**config.mk**
```make
export PLATFORM = sky130hd
export DESIGN_NAME = irq_ring_writer
export DESIGN_NICKNAME = d
export VERILOG_FILES = /design/src/rtl/irw_pkg.sv /design/src/rtl/irw_evq.sv /design/src/rtl/irw_ctrl.sv /design/src/rtl/irw_dpath.sv /design/src/rtl/irq_ring_writer.sv
export SDC_FILE = /design/constraint.sdc
export NUM_CORES = 1
export LEC_CHECK = 0
export ABC_AREA = 1
export BUFFER_PORTS_ARGS = -buffer_cell sky130_fd_sc_hd__buf_2
export CAP_MARGIN = 10
export CORE_MARGIN = 2
export CORE_UTILIZATION = 53
export CTS_BUF_LIST = sky130_fd_sc_hd__clkbuf_16
export CTS_CLUSTER_SIZE = 30
export DETAILED_ROUTE_END_ITERATION = 8
export GPL_TIMING_DRIVEN = 0
export PLACE_DENSITY = 0.8
export SLEW_MARGIN = 20
export SYNTH_ARGS = -nofsm -noshare
export SYNTH_HDL_FRONTEND = slang
export SYNTH_HIERARCHICAL = 1
export SYNTH_SLANG_ARGS = --single-unit
```
**constraint.sdc**
```tcl
create_clock -name clk -period 5.06 [get_ports clk]
set_input_delay 0.759 -clock clk [delete_from_list [all_inputs] [get_ports clk]]
set_output_delay 0.759 -clock clk [all_outputs]
set_load 0.1 [all_outputs]
```
**src/rtl/irw_pkg.sv**
```systemverilog
package irw_pkg;
  localparam int unsigned ADDR_W    = 40;
  localparam int unsigned VEC_BYTES = 16;

  localparam logic [2:0] REG_CTRL   = 3'd0;
  localparam logic [2:0] REG_BASE   = 3'd1;
  localparam logic [2:0] REG_RPTR   = 3'd2;
  localparam logic [2:0] REG_WPTR   = 3'd3;
  localparam logic [2:0] REG_WBADDR = 3'd4;

  localparam int unsigned CTRL_RING_EN = 0;
  localparam int unsigned CTRL_INT_EN  = 1;
  localparam int unsigned CTRL_SIZE_LO = 2;
  localparam int unsigned CTRL_SIZE_W  = 5;
  localparam int unsigned CTRL_OVF_CLR = 7;
  localparam int unsigned CTRL_WB_EN   = 8;

  // strobes from the sequencer to the datapath
  typedef struct packed {
    logic       wrWord;
    logic [1:0] wordIdx;
    logic       advance;
    logic       wbWrite;
  } wrStrobe_t;

  typedef struct packed {
    logic [7:0]  src;
    logic [27:0] data;
    logic [31:0] ctx;
  } irqEvent_t;
endpackage

```
**src/rtl/irw_evq.sv**
```systemverilog
module irw_evq #(
  parameter int unsigned DEPTH = 4,
  parameter int unsigned WIDTH = 68
) (
  input  logic             clk,
  input  logic             rstN,
  input  logic             inValid,
  output logic             inReady,
  input  logic [WIDTH-1:0] inData,
  output logic             outValid,
  output logic [WIDTH-1:0] outData,
  input  logic             pop
);
  localparam int unsigned IDX_W = (DEPTH > 1) ? $clog2(DEPTH) : 1;
  localparam int unsigned CNT_W = $clog2(DEPTH + 1);
  localparam logic [IDX_W-1:0] LAST_IDX = IDX_W'(DEPTH - 1);
  localparam logic [CNT_W-1:0] FULL_CNT = CNT_W'(DEPTH);

  logic [WIDTH-1:0] slots [DEPTH];
  logic [IDX_W-1:0] headIdx, tailIdx;
  logic [CNT_W-1:0] count;
  logic             doPush, doPop;

  assign inReady  = (count != FULL_CNT);
  assign outValid = (count != '0);
  assign doPush   = inValid && inReady;
  assign doPop    = pop && outValid;
  assign outData  = slots[headIdx];

  always_ff @(posedge clk) begin
    if (doPush) slots[tailIdx] <= inData;
  end

  always_ff @(posedge clk) begin
    if (!rstN) begin
      headIdx <= '0;
      tailIdx <= '0;
      count   <= '0;
    end else begin
      if (doPush) tailIdx <= (tailIdx == LAST_IDX) ? '0 : tailIdx + 1'b1;
      if (doPop)  headIdx <= (headIdx == LAST_IDX) ? '0 : headIdx + 1'b1;
      case ({doPush, doPop})
        2'b10:   count <= count + 1'b1;
        2'b01:   count <= count - 1'b1;
        default: count <= count;
      endcase
    end
  end

  a_r8_full_holds: assert property (@(posedge clk) disable iff (!rstN)
    (count == FULL_CNT && !pop) |=> (count == FULL_CNT));
  a_r8_no_empty_pop: assert property (@(posedge clk) disable iff (!rstN)
    pop |-> outValid);
endmodule

```
**src/rtl/irw_ctrl.sv**
```systemverilog
module irw_ctrl
  import irw_pkg::*;
(
  input  logic      clk,
  input  logic      rstN,
  input  logic      qValid,
  input  logic      ringActive,
  input  logic      wbEn,
  output wrStrobe_t strb
);
  typedef enum logic [1:0] {ST_IDLE, ST_WORD, ST_WB} seqState_e;

  seqState_e  state;
  logic [1:0] wordIdx;

  always_comb begin
    strb = '0;
    case (state)
      ST_WORD: begin
        strb.wrWord  = 1'b1;
        strb.wordIdx = wordIdx;
        strb.advance = (wordIdx == 2'd3);
      end
      ST_WB:   strb.wbWrite = 1'b1;
      default: strb = '0;
    endcase
  end

  always_ff @(posedge clk) begin
    if (!rstN) begin
      state   <= ST_IDLE;
      wordIdx <= '0;
    end else begin
      case (state)
        ST_IDLE: begin
          wordIdx <= '0;
          if (qValid && ringActive) state <= ST_WORD;
        end
        ST_WORD: begin
          wordIdx <= wordIdx + 1'b1;
          if (wordIdx == 2'd3) state <= wbEn ? ST_WB : ST_IDLE;
        end
        default: state <= ST_IDLE;
      endcase
    end
  end

  a_r7_wb_after_vector: assert property (@(posedge clk) disable iff (!rstN)
    strb.wbWrite |-> $past(strb.advance));
  a_r1_word_sequence: assert property (@(posedge clk) disable iff (!rstN)
    (strb.wrWord && strb.wordIdx != 2'd0) |->
      ($past(strb.wrWord) && ($past(strb.wordIdx) + 2'd1 == strb.wordIdx)));
endmodule

```
**src/rtl/irw_dpath.sv**
```systemverilog
module irw_dpath
  import irw_pkg::*;
#(
  parameter int unsigned MAX_LOG2_WORDS = 12
) (
  input  logic              clk,
  input  logic              rstN,
  input  logic              regWrEn,
  input  logic [2:0]        regAddr,
  input  logic [31:0]       regWrData,
  input  wrStrobe_t         strb,
  input  irqEvent_t         evt,
  output logic              ringActive,
  output logic              wbEn,
  output logic              memWrEn,
  output logic [ADDR_W-1:0] memWrAddr,
  output logic [31:0]       memWrData,
  output logic [31:0]       wptrWord,
  output logic              irq
);
  localparam int unsigned PTR_W   = MAX_LOG2_WORDS + 2;
  localparam logic [4:0]  SIZE_MIN = 5'd2;
  localparam logic [4:0]  SIZE_MAX = 5'(MAX_LOG2_WORDS);

  logic             ctrlRing, ctrlInt, ctrlWb;
  logic [4:0]       ctrlSize, sizeEff;
  logic [31:0]      baseHi, wbHi;
  logic [PTR_W-1:0] wptr, rptr, wptrNext, ptrMask, ringOff;
  logic [PTR_W:0]   span;
  logic             ovf, ctrlWr, ovfHit;

  always_comb begin
    if (ctrlSize < SIZE_MIN)      sizeEff = SIZE_MIN;
    else if (ctrlSize > SIZE_MAX) sizeEff = SIZE_MAX;
    else                          sizeEff = ctrlSize;
    span    = (PTR_W + 1)'(1) << (sizeEff + 5'd2);
    ptrMask = span[PTR_W-1:0] - 1'b1;
    ptrMask[3:0] = 4'h0;
  end

  assign wptrNext   = (wptr + PTR_W'(VEC_BYTES)) & ptrMask;
  assign ovfHit     = strb.advance && (wptrNext == rptr);
  assign ctrlWr     = regWrEn && (regAddr == REG_CTRL);
  assign ringActive = ctrlRing && ctrlInt;
  assign wbEn       = ctrlWb;
  assign wptrWord   = 32'(wptr) | {31'b0, ovf};
  assign irq        = ringActive && ((wptr != rptr) || ovf);

  // configuration registers
  always_ff @(posedge clk) begin
    if (!rstN) begin
      ctrlRing <= 1'b0;
      ctrlInt  <= 1'b0;
      ctrlWb   <= 1'b0;
      ctrlSize <= '0;
      baseHi   <= '0;
      wbHi     <= '0;
    end else if (regWrEn) begin
      case (regAddr)
        REG_CTRL: begin
          ctrlRing <= regWrData[CTRL_RING_EN];
          ctrlInt  <= regWrData[CTRL_INT_EN];
          ctrlWb   <= regWrData[CTRL_WB_EN];
          ctrlSize <= regWrData[CTRL_SIZE_LO +: CTRL_SIZE_W];
        end
        REG_BASE:   baseHi <= regWrData;
        REG_WBADDR: wbHi   <= regWrData;
        default: ;
      endcase
    end
  end

  // pointers and overflow flag
  always_ff @(posedge clk) begin
    if (!rstN) begin
      wptr <= '0;
      rptr <= '0;
      ovf  <= 1'b0;
    end else begin
      if (strb.advance)
        wptr <= wptrNext;
      else if (regWrEn && regAddr == REG_WPTR && !ctrlRing)
        wptr <= '0;
      if (regWrEn && regAddr == REG_RPTR)
        rptr <= regWrData[PTR_W-1:0] & ptrMask;
      if (ovfHit)
        ovf <= 1'b1;
      else if (ctrlWr && regWrData[CTRL_OVF_CLR])
        ovf <= 1'b0;
    end
  end

  // memory write port
  assign ringOff = wptr + PTR_W'({strb.wordIdx, 2'b00});

  always_comb begin
    memWrEn   = strb.wrWord || strb.wbWrite;
    memWrAddr = '0;
    memWrData = '0;
    if (strb.wrWord) begin
      memWrAddr = {baseHi, 8'h00} + ADDR_W'(ringOff);
      case (strb.wordIdx)
        2'd0:    memWrData = {24'b0, evt.src};
        2'd1:    memWrData = {4'b0, evt.data};
        2'd2:    memWrData = evt.ctx;
        default: memWrData = 32'h0;
      endcase
    end else if (strb.wbWrite) begin
      memWrAddr = {wbHi, 8'h00};
      memWrData = wptrWord;
    end
  end

  a_r6_start_needs_enables: assert property (@(posedge clk) disable iff (!rstN)
    (strb.wrWord && strb.wordIdx == 2'd0) |-> $past(ringActive));
  a_r2_wptr_aligned: assert property (@(posedge clk) disable iff (!rstN)
    wptr[3:0] == 4'h0);
  a_r4_ovf_sticky: assert property (@(posedge clk) disable iff (!rstN)
    (ovf && !(ctrlWr && regWrData[CTRL_OVF_CLR])) |=> ovf);
  a_r9_wptr_hold_enabled: assert property (@(posedge clk) disable iff (!rstN)
    (regWrEn && regAddr == REG_WPTR && ctrlRing && !strb.advance) |=> $stable(wptr));
endmodule

```
**src/rtl/irq_ring_writer.sv**
```systemverilog
module irq_ring_writer
  import irw_pkg::*;
#(
  parameter int unsigned MAX_LOG2_WORDS = 12,
  parameter int unsigned QUEUE_DEPTH    = 4
) (
  input  logic        clk,
  input  logic        rstN,
  input  logic        evtValid,
  output logic        evtReady,
  input  logic [7:0]  evtSrc,
  input  logic [27:0] evtData,
  input  logic [31:0] evtCtx,
  input  logic        regWrEn,
  input  logic [2:0]  regAddr,
  input  logic [31:0] regWrData,
  output logic        memWrEn,
  output logic [39:0] memWrAddr,
  output logic [31:0] memWrData,
  output logic [31:0] wptrWord,
  output logic        irqOut
);
  localparam int unsigned EVT_W = $bits(irqEvent_t);

  irqEvent_t inEvt, headEvt;
  wrStrobe_t strb;
  logic      qValid, ringActive, wbEn;

  assign inEvt = '{src: evtSrc, data: evtData, ctx: evtCtx};

  irw_evq #(.DEPTH(QUEUE_DEPTH), .WIDTH(EVT_W)) evq_i (
    .clk(clk), .rstN(rstN),
    .inValid(evtValid), .inReady(evtReady), .inData(inEvt),
    .outValid(qValid), .outData(headEvt), .pop(strb.advance)
  );

  irw_ctrl ctrl_i (
    .clk(clk), .rstN(rstN), .qValid(qValid),
    .ringActive(ringActive), .wbEn(wbEn), .strb(strb)
  );

  irw_dpath #(.MAX_LOG2_WORDS(MAX_LOG2_WORDS)) dpath_i (
    .clk(clk), .rstN(rstN),
    .regWrEn(regWrEn), .regAddr(regAddr), .regWrData(regWrData),
    .strb(strb), .evt(headEvt),
    .ringActive(ringActive), .wbEn(wbEn),
    .memWrEn(memWrEn), .memWrAddr(memWrAddr), .memWrData(memWrData),
    .wptrWord(wptrWord), .irq(irqOut)
  );
endmodule

```
Word-level counts from Yosys, hierarchy flattened
Memories as Yosys holds them, arrays and structs flattened. A register that Yosys moved wholly into a read port is not among the register bits.
Cells that the tools add are included.

storage, ports and cells
  word-level logic and storage cells = 100
  flip-flop bits (word level) = 112
  output and inout port bits = 107
  latch bits = 0
  ROM bits = 0
  RAM bits = 272
  memories = 1
  input port bits = 107

memories
  memory       depth  bits a word  rd ports  clocked after memory_dff  wr ports  RTL line       RTL
  evq_i.slots  4      68           1         1                         1         irw_evq.sv:19  logic [WIDTH-1:0] slots [DEPTH];

operators by class
  equality and inequality tests = 18
  reduce and logical (&&, ||, !) cells = 26
  shift-type cells = 1
  $add $sub $neg = 10
  mux-type cells = 25
  magnitude comparators = 2
  bitwise gates (word level) = 3
  multipliers = 0
  div/mod/pow operators = 0

operators by type and width
  kind                     count
  $pmux W32 S3             1
  $mux W40                 2
  $mux W32                 2
  $add A40 B14 Y40         1
  $and A14 B14 Y14         2
  $mux W14                 2
  $add A14 B4 Y14          1
  $add A14 B5 Y14 const B  1
  $eq A14 B14 Y1           1
  $mux W2                  7
  $ne A14 B14 Y1           1
  $or A14 B1 Y14           1
  $shl A1 B5 Y14 const A   1
  $sub A14 B1 Y14 const B  1
  $eq A2 B2 Y1 const B     6
  $logic_and A1 B1 Y1      11
  $mux W5                  2
  $pmux W2 S2              2
  $reduce_and A2 Y1        4
  $reduce_bool A2 Y1       4
  $add A2 B1 Y2 const B    3
  $eq A2 B1 Y1 const B     3
  $eq A3 B2 Y1 const B     2
  $pmux W3 S2              1
  16 further kinds         23

Depth between registers and ports, before layout
  word-level depth = 10
  depth in mapped cells = 19
  mapped depth without buffers = 19

By module
Netlist, hierarchy kept.

modules (own cells, without submodules)
  module     instances  cells an instance  sequential area each (µm²)  area an instance (µm²)
  irw_evq    1          726                8348.0                      10550.1
  irw_dpath  1          948                1861.8                      6114.6
  irw_ctrl   1          30                 80.1                        198.9

Least setup slack after synthesis
OpenSTA, ideal clock, no wires.

  path kind = reg-to-output
  start = reg dpath_i.wptr[8]
  end = out memWrAddr[18]
  data required time = 4.301 ns
  path slack = -0.097 ns
  stages on the path, launching flop included = 11
  arrival time = 4.398 ns
  path through = dfxtp_1 > ha_1 > inv_1 > fa_1 > inv_1 > a21oi_2 > nor2_2 > nand2_2 > nor2_4 > nor2_1 > o21ai_0

on the way
  word-level cells in the longest chain between the ends = 3

RTL lines
  what                    RTL line               RTL
  from (decl)             irw_dpath.sv:28        logic [PTR_W-1:0] wptr, rptr, wptrNext, ptrMask, ringOff;
  from (signal assigned)  irw_dpath.sv:81        wptr <= wptrNext;
  $add A14 B4 Y14         irw_dpath.sv:94        assign ringOff = wptr + PTR_W'({strb.wordIdx, 2'b00});
  $add A40 B14 Y40        irw_dpath.sv:101       memWrAddr = {baseHi, 8'h00} + ADDR_W'(ringOff);
  $mux W40                irw_dpath.sv:100       if (strb.wrWord) begin
  to (decl)               irq_ring_writer.sv:18  output logic [39:0] memWrAddr,

Every way passes these cells.

==> out/qor.yml <==
run_status: "completed"
cts-htree-levels: 2
detail_route.vias_per_cell: 5.82
non_filler_instance_count_after_layout: 2407
layout.cells.most_common_list: "sky130_fd_sc_hd__nor2_1 (302), sky130_fd_sc_hd__edfxtp_1 (272), sky130_fd_sc_hd__o21ai_0 (221)"
ys_seq_elements: 378
avg_inst_size_synth_sq_um: 9.90
worst-endpoint-arrival_ns: 3.72
grt_pass1_wl_um: 73300
gr-usage-met3_pct: 5.69
setup_ws_ns: 0.584
effective_utilization_at_floorplan_pct: 53.6
post-route-util_pct: 63.6
critical_path.max_stage_delay_ns: 0.76
cts_inserted_buffers: 40
worstMarginPinSlew_ns: 0.942
unrepaired_setup_endpoints_after_global_routing: "no"
power-per-cell-area_nw_per_um2: 339
cp-start-kind: "flop"
cts_repair_resize_count: 0
core_sq_um: 31500
hold_path_class: "in2reg"
area_delta_synth_final_pct: 18.6
cap_viol_max_count: 0
vias: 14000
cellLeakagePower_nw: 7.80
synthXorXnorAreaFrac_pct: 1.09
part_of_the_yosys_area_used_for_sequential_elements_pct: 61.0
mappedNetlistArea_sq_um: 16900
crit_path_max_fanout: 10
worst-setup-path-type: "reg2out"
slew_violations: 0
nets: 2095
preCtsSetupSlack_ns: 1.22
synth-edff-count: 272
core.rowCount: 65
dp.cells: 2331
mostFrequentLayoutCell: "sky130_fd_sc_hd__nor2_1"
cts.repair_timing.setup_buffer_count: 0
maxSlewHeadroom_pct: 37.0
endpoints_failing_hold: 0
synthAdderAreaFrac_pct: 1.35
worst-endpoint-required_ns: 4.30
antenna_found_initial: 10
r2r_setup_slack_ns: 2.64
number_of_global_route_vias_before_repair: 13400
avg_wl_per_cell_um: 20.0
yosys_warnings: 6
timing.critical_path.max_delay_family: "simple AND/OR/NAND/NOR gates"
detail_route.drc_violations: 0
chipHeight_um: 182
vdd_ir_drop_max_mv: 0.286
yosys.area_share.simple_pct: 15.8
cts_root_buf: "sky130_fd_sc_hd__clkbuf_16"
ant_nets: 0
globalRouteOverflowTotal: 0
detailedRoute.firstPassIterationCount: 6
io_pins: 214
finalWirelength_um: 48100
grt_most_used_layer: "met2"
worst-path-buf-inv: 4
muxShareOfSynthArea_pct: 0
max_clock_freq_mhz: 223
synth_compound_gate_area_share_pct: 14.5
globalRouteMet2Util_pct: 47.7
path_cells: "inv_1, nand2_1, nor2_1, inv_1, nor2_1, buf_2, a221oi_1, nor2_1, buf_2"
min_period_over_period_pct: 88.5
timing.critical_path.mode_cell: "sky130_fd_sc_hd__nor2_1"
main_combinational_cell_family_by_area_after_synthesis: "simple AND/OR/NAND/NOR gates"
grt_use_met1_pct: 37.1
drive_above_1_share_pct: 18.3
fin_skew_ns: 0.0300
postPlaceCellArea_sq_um: 18700
timing.critical_path.slowest_stage_cell: "sky130_fd_sc_hd__nor2_1"
clock_tree.buffer_depth: 3
clk-insertion-delay-late_ns: 0.55
die_w_um: 182
portBuffers: 190
drtIter0Drc: 1530
die_area_sq_um: 33300
layout.cell_area.non_filler_sq_um: 20000
grt_max_degree: 25
clk_transition_reported_paths_ns: 0.06
p_total_w: 0.00677
cts_hold_buf: 0
syn_inst: 1704
dp_hpwl_um: 33800
asyncSetResetFlopFracSynth_pct: 0
crit_path_end_kind: "output pin"
grt_use_total_pct: 28.6
fin_crit_ns: 4.48
cts_tree: "yes"
setup_viol_count_final: 0
ys_types: 50
synthFlopType: "sky130_fd_sc_hd__edfxtp_1"
gp_congestion: 0.978
clkSinkCount: 378
## synth_stat cells (all sizes together), types with 18 or more instances
cell type / instances / area [sq um]
xor2: 18 / 158
nand3: 42 / 230
inv: 112 / 430
dfxtp: 106 / 2120
edfxtp: 272 / 8170
a21oi: 82 / 429
buf: 54 / 394
o22ai: 76 / 475
a22o: 18 / 158
nor2: 315 / 1220
clkbuf: 54 / 221
o21ai: 241 / 1220
nand2: 220 / 858
nand4: 26 / 163
## flip-flops by register name, summed over array words and instances, names as in the netlist, named ones only
register,flops
evq_i/slots,272
dpath_i/baseHi,32
dpath_i/wbHi,32
dpath_i/rptr,10
dpath_i/wptr,10
dpath_i/ctrlSize,5
evq_i/count,3
ctrl_i/state,2
ctrl_i/wordIdx,2
evq_i/headIdx,2
evq_i/tailIdx,2
dpath_i/ctrlInt,1
dpath_i/ctrlRing,1
dpath_i/ovf,1
dpath_i/wbEn,1
## final cells by class
cell class / count / area [sq um]
fillers: 2479 / 11500
flip-flops and latches: 378 / 10300
multi-input cells: 1126 / 5630
repair buffers: 203 / 1260
clock buffers: 40 / 1000
plain buffers: 108 / 616
well taps: 402 / 503
inverters: 114 / 438
clock inverters: 27 / 245
diodes: 9 / 22.5
## metal layers
| layer | vias to the layer above | share of wire (%) | wire length (um) |
|---|---|---|---|
| li1 | 6457 | - | - |
| met1 | 6644 | 39 | 18900 |
| met2 | 785 | 48 | 23200 |
| met3 | 109 | 9.4 | 4520 |
| met4 | 2 | 3.1 | 1510 |
| met5 | - | 0.027 | 13 |
## stage by stage
| stage | setup TNS, ns | hold slack [ns] |
|---|---|---|
| final | 0 | 0.418 |
| after CTS | 0 | 0.406 |
| after detailed placement | 0 | 0.451 |
| after global routing | 0 | 0.409 |
| after floorplan | 0 | 0.420 |
| after global placement | -360.91 | 0.447 |
## power breakdown
part | total [W] | switching, W | internal (W)
Sequential | 0.00349 | 0.0000392 | 0.00345
Clock | 0.00280 | 0.00120 | 0.00160
Combinational | 0.000483 | 0.000339 | 0.000144
Total | 0.00677 | 0.00158 | 0.00519
## kinds of logic after synthesis
| kind of cell | after synthesis |
|---|---|
| flops | 378 |
| simple gates | 630 |
| compound gates | 435 |
| fa+ha+maj | 17 |
| buf+inv | 222 |
| xor+xnor | 21 |
| other cells | 1 |
## worst reg2reg max path: stages, from the launching register on
cell and delay, ns:
sky130_fd_sc_hd__dfxtp_1 0.38, sky130_fd_sc_hd__nand2_1 0.10, sky130_fd_sc_hd__nand3_1 0.12, sky130_fd_sc_hd__nand2_4 0.11
sky130_fd_sc_hd__ha_1 0.33, sky130_fd_sc_hd__inv_1 0.31, sky130_fd_sc_hd__nor2_1 0.11, sky130_fd_sc_hd__nand3_1 0.13
sky130_fd_sc_hd__nand3_1 0.14, sky130_fd_sc_hd__nand2_1 0.09, sky130_fd_sc_hd__nand3_1 0.07, sky130_fd_sc_hd__nor2_1 0.14
sky130_fd_sc_hd__nand4_1 0.13, sky130_fd_sc_hd__o21ai_1 0.10, sky130_fd_sc_hd__nand2_1 0.06, sky130_fd_sc_hd__inv_1 0.06
## worst paths after layout
check                             to  depth (start not counted)                start
setup / recovery       memWrData[13]                          9      ctrl_i/state[1]
hold reg to reg   dpath_i/baseHi[31]                          2   dpath_i/baseHi[31]
setup reg to reg         dpath_i/ovf                         15  dpath_i/ctrlSize[3]
hold / removal    evq_i/slots[2][30]                          1           evtCtx[30]
(Power assumes the default switching activity.)
